--- config.mk ---
export PLATFORM = sky130hd
export DESIGN_NAME = dual_source_selector
export DESIGN_NICKNAME = d
export VERILOG_FILES = /design/src/rtl/pps_pkg.sv /design/src/rtl/pps_sync.sv /design/src/rtl/pps_datapath.sv /design/src/rtl/pps_ctrl.sv /design/src/rtl/dual_source_selector.sv
export SDC_FILE = /design/constraint.sdc
export NUM_CORES = 1
export LEC_CHECK = 0
export CORE_MARGIN = 3
export CORE_UTILIZATION = 52
export DETAILED_ROUTE_END_ITERATION = 6
export PLACE_DENSITY = 0.71
export SYNTH_ARGS = -nofsm -noshare
export SYNTH_HDL_FRONTEND = slang
export SYNTH_SLANG_ARGS = --single-unit
--- constraint.sdc ---
create_clock -name clk -period 3.3 [get_ports clk]
set_clock_uncertainty 0.2 [all_clocks]
set_input_delay 0.33 -clock clk [delete_from_list [all_inputs] [get_ports clk]]
set_output_delay 0.33 -clock clk [all_outputs]
set_load 0.01 [all_outputs]
--- src/rtl/pps_pkg.sv ---
package pps_pkg;

  localparam int NUM_PORTS = 2;

  // Raw and synchronized view of every asynchronous input
  typedef struct packed {
    logic [NUM_PORTS-1:0] riseSeen;
    logic [NUM_PORTS-1:0] releaseSeen;
    logic [NUM_PORTS-1:0] overVolt;
    logic [NUM_PORTS-1:0] revPolarity;
    logic                 railLow;
    logic                 hotDie;
    logic                 preferTwo;
    logic [NUM_PORTS-1:0] revRequest;
  } senseVec_t;

  // Preference pulled high, everything else low while undriven
  localparam senseVec_t SENSE_RESET = '{preferTwo: 1'b1, default: '0};

  // Inputs the control uses directly
  typedef struct packed {
    logic [NUM_PORTS-1:0] overVolt;
    logic [NUM_PORTS-1:0] revPolarity;
    logic                 hotDie;
    logic                 preferTwo;
  } guardVec_t;

  // State the datapath reports to the control
  typedef struct packed {
    logic [NUM_PORTS-1:0] present;
    logic [NUM_PORTS-1:0] revArmed;
    logic [NUM_PORTS-1:0] revLatched;
    logic                 gapDone;
    logic [NUM_PORTS-1:0] closed;
  } pathState_t;

  typedef enum logic [1:0] {
    ACT_HOLD  = 2'd0,  // keep switches as they are
    ACT_TRIM  = 2'd1,  // open some switches, close none
    ACT_BREAK = 2'd2,  // open all switches to start the gap
    ACT_MAKE  = 2'd3   // gap served: load the new connection
  } seqAct_e;

  typedef struct packed {
    seqAct_e              act;
    logic [NUM_PORTS-1:0] value;
  } seqStrobe_t;

endpackage

--- src/rtl/pps_sync.sv ---
module pps_sync #(
  parameter int               WIDTH     = 1,
  parameter int               STAGES    = 2,
  parameter logic [WIDTH-1:0] RESET_VAL = '0
) (
  input  logic             clk,
  input  logic             rstN,
  input  logic [WIDTH-1:0] asyncIn,
  output logic [WIDTH-1:0] syncOut
);

  logic [WIDTH-1:0] chain [STAGES];

  always_ff @(posedge clk or negedge rstN) begin
    if (!rstN) begin
      for (int i = 0; i < STAGES; i++) chain[i] <= RESET_VAL;
    end else begin
      chain[0] <= asyncIn;
      for (int i = 1; i < STAGES; i++) chain[i] <= chain[i-1];
    end
  end

  assign syncOut = chain[STAGES-1];

endmodule

--- src/rtl/pps_datapath.sv ---
module pps_datapath
  import pps_pkg::*;
#(
  parameter int GAP_CYCLES      = 50000,
  parameter int ON_DELAY_CYCLES = 12500
) (
  input  logic                 clk,
  input  logic                 rstN,
  input  logic [NUM_PORTS-1:0] riseSeen,
  input  logic [NUM_PORTS-1:0] releaseSeen,
  input  logic [NUM_PORTS-1:0] revRequest,
  input  logic                 railLow,
  input  seqStrobe_t           strobe,
  output pathState_t           state
);

  localparam int GAP_W = $clog2(GAP_CYCLES + 1);
  localparam int ON_W  = $clog2(ON_DELAY_CYCLES + 1);
  localparam logic [GAP_W-1:0] GAP_LAST = GAP_W'(GAP_CYCLES);
  localparam logic [ON_W-1:0]  ON_LAST  = ON_W'(ON_DELAY_CYCLES);

  logic [NUM_PORTS-1:0] present;
  logic [NUM_PORTS-1:0] armed;
  logic [NUM_PORTS-1:0] latched;
  logic [NUM_PORTS-1:0] closed;
  logic [GAP_W-1:0]     offCount;

  for (genvar p = 0; p < NUM_PORTS; p++) begin : g_port
    logic            presentQ;
    logic            latchQ;
    logic [ON_W-1:0] enCount;

    // Hysteresis: set above the detect level, clear below the release level
    always_ff @(posedge clk or negedge rstN) begin
      if (!rstN)               presentQ <= 1'b0;
      else if (riseSeen[p])    presentQ <= 1'b1;
      else if (releaseSeen[p]) presentQ <= 1'b0;
    end

    // Turn-on delay counter for the reverse enable
    always_ff @(posedge clk or negedge rstN) begin
      if (!rstN)                enCount <= '0;
      else if (!revRequest[p])  enCount <= '0;
      else if (enCount != ON_LAST) enCount <= enCount + 1'b1;
    end

    // Reverse connection latch, released by a collapsed rail
    always_ff @(posedge clk or negedge rstN) begin
      if (!rstN)                       latchQ <= 1'b0;
      else if (railLow)                latchQ <= 1'b0;
      else if (closed[p] && armed[p])  latchQ <= 1'b1;
    end

    assign present[p] = presentQ;
    assign latched[p] = latchQ;
    assign armed[p]   = revRequest[p] && (enCount == ON_LAST);
  end

  // Applied switch state
  always_ff @(posedge clk or negedge rstN) begin
    if (!rstN) begin
      closed <= '0;
    end else begin
      case (strobe.act)
        ACT_TRIM, ACT_MAKE: closed <= strobe.value;
        ACT_BREAK:          closed <= '0;
        default:            closed <= closed;
      endcase
    end
  end

  // Consecutive all-open cycles, saturating at the gap length
  always_ff @(posedge clk or negedge rstN) begin
    if (!rstN)                  offCount <= '0;
    else if (closed != '0)      offCount <= '0;
    else if (offCount != GAP_LAST) offCount <= offCount + 1'b1;
  end

  assign state = '{present:    present,
                   revArmed:   armed,
                   revLatched: latched,
                   gapDone:    (offCount == GAP_LAST),
                   closed:     closed};

endmodule

--- src/rtl/pps_ctrl.sv ---
module pps_ctrl
  import pps_pkg::*;
(
  input  guardVec_t  guard,
  input  pathState_t state,
  output seqStrobe_t strobe
);

  logic [NUM_PORTS-1:0] revWant;
  logic [NUM_PORTS-1:0] fwdWant;
  logic [NUM_PORTS-1:0] want;
  logic [NUM_PORTS-1:0] adds;

  // Target connection
  always_comb begin
    revWant = state.revArmed | state.revLatched;
    unique case (state.present)
      2'b01:   fwdWant = 2'b01;
      2'b10:   fwdWant = 2'b10;
      2'b11:   fwdWant = guard.preferTwo ? 2'b10 : 2'b01;
      default: fwdWant = 2'b00;
    endcase
    want = (revWant != '0) ? revWant : fwdWant;
    want = want & ~guard.overVolt;
    if ((guard.revPolarity != '0) || guard.hotDie) want = '0;
  end

  // Sequencing: openings at once, closings only after a served gap
  always_comb begin
    adds   = want & ~state.closed;
    strobe = '{act: ACT_HOLD, value: want};
    if (want == state.closed)       strobe.act = ACT_HOLD;
    else if (adds == '0)            strobe.act = ACT_TRIM;
    else if (state.closed != '0)    strobe.act = ACT_BREAK;
    else if (state.gapDone)         strobe.act = ACT_MAKE;
    else                            strobe.act = ACT_HOLD;
  end

endmodule

--- src/rtl/dual_source_selector.sv ---
module dual_source_selector
  import pps_pkg::*;
#(
  parameter int GAP_CYCLES      = 50000,
  parameter int ON_DELAY_CYCLES = 12500,
  parameter int SYNC_STAGES     = 2
) (
  input  logic       clk,
  input  logic       rstN,
  input  logic [1:0] aboveDetect,
  input  logic [1:0] belowRelease,
  input  logic [1:0] overVolt,
  input  logic [1:0] revPolarity,
  input  logic       railCollapsed,
  input  logic       thermalTrip,
  input  logic       preferPortTwo,
  input  logic [1:0] reverseEnable,
  output logic [1:0] switchOn,
  output logic [1:0] statusN
);

  senseVec_t  senseRaw;
  senseVec_t  senseSync;
  guardVec_t  guard;
  pathState_t state;
  seqStrobe_t strobe;

  logic [1:0] syncOv;
  logic [1:0] syncPol;
  logic       syncHot;

  assign senseRaw = '{riseSeen:    aboveDetect,
                      releaseSeen: belowRelease,
                      overVolt:    overVolt,
                      revPolarity: revPolarity,
                      railLow:     railCollapsed,
                      hotDie:      thermalTrip,
                      preferTwo:   preferPortTwo,
                      revRequest:  reverseEnable};

  pps_sync #(
    .WIDTH    ($bits(senseVec_t)),
    .STAGES   (SYNC_STAGES),
    .RESET_VAL(SENSE_RESET)
  ) u_sync (
    .clk    (clk),
    .rstN   (rstN),
    .asyncIn(senseRaw),
    .syncOut(senseSync)
  );

  assign guard = '{overVolt:    senseSync.overVolt,
                   revPolarity: senseSync.revPolarity,
                   hotDie:      senseSync.hotDie,
                   preferTwo:   senseSync.preferTwo};

  assign syncOv  = senseSync.overVolt;
  assign syncPol = senseSync.revPolarity;
  assign syncHot = senseSync.hotDie;

  pps_datapath #(
    .GAP_CYCLES     (GAP_CYCLES),
    .ON_DELAY_CYCLES(ON_DELAY_CYCLES)
  ) u_path (
    .clk        (clk),
    .rstN       (rstN),
    .riseSeen   (senseSync.riseSeen),
    .releaseSeen(senseSync.releaseSeen),
    .revRequest (senseSync.revRequest),
    .railLow    (senseSync.railLow),
    .strobe     (strobe),
    .state      (state)
  );

  pps_ctrl u_ctrl (
    .guard (guard),
    .state (state),
    .strobe(strobe)
  );

  assign switchOn = state.closed;
  assign statusN  = ~state.closed;

endmodule

==> summary.txt <==
Floorplan
  • Die Y-Extent: 85.4 microns
  • Die W: 85.4 microns
  • IO Pins: 19
  • Core Rows: 28
  • Core box area: 6030 sq um
  • Die area: 7290 sq um
  • Initial core utilization: 54.4%

Power
  • P_sw: 538 uW
  • Sw frac: 26.8%
  • Clock power share: 35.9%
  • Overall power: 2010 uW
  • Sequential Power Share: 52.9%
  • VDD IR max: 0.426 mV
  • Int Power: 1470 uW
  • Gate power share: 11.1%
  • Power per cell area: 534 nW/um^2
  • Leak: 0.00166 uW

Synthesis
  • FF+latch count, synth: 76
  • Syn Std Cell Area: 3280 sq um
  • EDFF count, synth: 0
  • Synth Warn #: 0
  • Async SR Flop Fraction: 100%
  • Post-synthesis sequential area ratio: 58.1%
  • Post-Syn Nets: 309
  • Mean Syn Cell Area: 11.5 sq um
  • Predominant post-synthesis flop cell: dfrtp_1
  • Gate Count Post-Synth: 286
  • Synth unique cells: 41

Worst setup path
  • Reg2Reg Capture Point: u_path.closed[0]$_DFFE_PN0P_
  • Critical path type: flip-flop to flip-flop
  • Maximum fanout along the worst path: 6
  • Worst R2R Start: u_path.g_port[0].enCount[9]$_DFFE_PN0N_
  • R2r setup slk: 0.56 ns
  • Cells on worst reg2reg path: 9
  • Critical Path End Type: flip-flop
  • Worst setup path endpoint: u_path.closed[0]$_DFFE_PN0P_
  • Worst path arrival time: 2.78 ns
  • Worst setup startpoint: u_path.g_port[0].enCount[9]$_DFFE_PN0N_
  • Critical path required time: 3.34 ns
  • Critical path launch point type: flip-flop

Routing
  • Via density: 5.17
  • DRC Markers: 0
  • Total number of vias: 2,037
  • Drt initial violations: 94
  • DRT Wirelength: 5.27 mm
  • Final antenna-violating net count: 0
  • Routed length per placed instance: 13.4 microns
  • Drt pass-1 iters: 4

Clock tree
  • CTS buffer count: 9
  • Post-CTS Resized: 0
  • Sink Count: 76
  • CTS tree: done
  • Clock Path Buffers: 2
  • Root buffer cell: clkbuf_8
  • CTS H-tree lvls: 3
  • CTS clk-pin slew, worst paths: 0.08 ns
  • Worst-Skew Late Latency: 0.35 ns
  • Setup bufs post-CTS: 0

Finish
  • Share of layout cells above drive strength 1: 9.40%
  • Multi-input gate area: 1300 sq um
  • Most frequent cells in the layout: 74 x dfrtp_1, 22 x nor2_1, 22 x xor2_1
  • Area Overhead vs Synth: 14.9%
  • Final Instance Count excl. Fillers: 394
  • Fin area: 3760 sq um
  • Most common cell after layout, fill and taps aside: dfrtp_1
  • Inserted Diodes: 0
  • Storage element area: 1900 sq um
  • Nets: 337
  • Fillers: 501

Worst hold path
  • Worst hold path type: flip-flop to flip-flop
  • HP Start: u_sync.chain[24]$_DFF_PN0_

Place
  • Post-DP HPWL: 3.55 mm
  • RePlAce Congestion: 0.783
  • Area after DPL: 3540 sq um
  • Setup WS pre-CTS: 0.590 ns
  • Placed Instances: 377
  • Port-buffer cells: 18

Global route
  • Largest net degree at the start of global routing: 77
  • M3 GR Usage: 5.73%
  • Initial antenna violation count: 0
  • First-pass GRT wire length: 9.60 mm
  • Number of global-route vias before repair: 2,085
  • Total gr overflow: 0
  • GR Util met2: 25.1%
  • GRT Max-Usage Layer: met2
  • Met1 Use GR: 23.1%
  • Global-route usage over all layers: 16.9%

Timing
  • Pins Over Slew Limit: 0
  • Slew margin rel.: 38.3%
  • Final WS setup: 0.563 ns
  • Final Hold Viols: 0
  • Max frequency: 365 MHz
  • Fin crit period: 2.74 ns
  • # setup viols final: 0
  • Crit share post-route: 82.9%
  • Slew @ Worst Pin: 0.925 ns
  • RSZ-0062 raised after global routing: no
  • Setup TNS: 0 ns

Outcome
  • Status: finished, final reports clean

Run
  • Maxcap violations: 0
## synth_stat cells, types with 7 or more instances
cell type  instances  area, sq um
dfrtp_1           74         1850
nor2b_1           12         75.1
nor3_1             7         35.0
inv_1             16         60.1
nor2_1            22         82.6
nand3_1           18         90.1
and2_1            14         87.6
xor2_1            22          193
nand2_1           14         52.6
ha_1               8          100
a21oi_1            7         35.0
xnor2_1           12          105
## cell families after synthesis
logic type	Yosys count	synth area share (%)
AND/OR/NAND/NOR	120	21.4
adder cells (fa/ha/maj)	8	3.05
AO/OA/AOI/OAI	26	5.23
XOR/XNOR	34	9.09
multiplexers	3	0.916
buffers and inverters	19	2.18
flip-flops	76	58.1
## metal layers
layer / wire [microns] / up-vias
met2: 2420 / 26
met5: 0 / -
met4: 79 / 0
met1: 2590 / 974
met3: 179 / 5
li1: - / 1032
## flip-flops by register name (all words and copies together) (netlist names)
| name | flops |
|---|---|
| u_path.g_port.enCount | 28 |
| u_path.offCount | 16 |
| u_sync.chain | 13 |
| u_sync.syncOut | 13 |
| u_path.closed | 2 |
| u_path.g_port.latchQ | 2 |
| u_path.g_port.presentQ | 2 |
## power by group through the flow
stage | Clock (uW) | Sequential [uW] | Combinational, uW
after floorplan | 0 | 1060 | 151
after global routing | 796 | 1070 | 262
after CTS | 750 | 1060 | 230
after detailed placement | 0 | 1080 | 227
after global placement | 0 | 1080 | 220
final | 721 | 1060 | 224
## through the flow
step,utilization [%],hold slack (ns)
detailed placement,58.8,0.136
global route,62.5,0.148
finish,62.5,0.148
global placement,58.8,0.131
floorplan,-,-0.166
CTS,62.5,0.152
## how the worst min path moves through the flow
stage                                         endpoint  depth (start not counted)
after detailed placement   u_sync.syncOut[5]$_DFF_PN0_                          0
after global placement    u_sync.syncOut[12]$_DFF_PN0_                          0
after floorplan           u_path.closed[0]$_DFFE_PN0P_                          0
after CTS                 u_sync.syncOut[11]$_DFF_PN0_                          0
final                     u_sync.syncOut[11]$_DFF_PN0_                          0
after global routing      u_sync.syncOut[11]$_DFF_PN0_                          0
## repair_timing
item	4_1_cts	5_1_grt
hold buffers	1	0
endpoints found under the hold margin	74	0
endpoints found under the setup margin	0	0
## cell type report
cell class | instances | share of cell area, %
Inverter | 16 | 1.60
Clock inverter | 6 | 1.93
Timing Repair Buffer | 20 | 5.18
Tap cell | 75 | 2.49
Clock buffer | 10 | 3.66
Multi-Input combinational cell | 191 | 34.6
Sequential cell | 76 | 50.6
## worst max-delay path, cell delays in order, from the launching register on
cell and delay [ns]:
dfrtp_1 0.43, or4_4 0.55, nor4_4 0.46, a21oi_2 0.13
a211oi_2 0.23, ha_1 0.18, nor2_1 0.05, a31oi_1 0.13
a21oi_1 0.07, a32o_1 0.21
(Power assumes the default switching activity.)
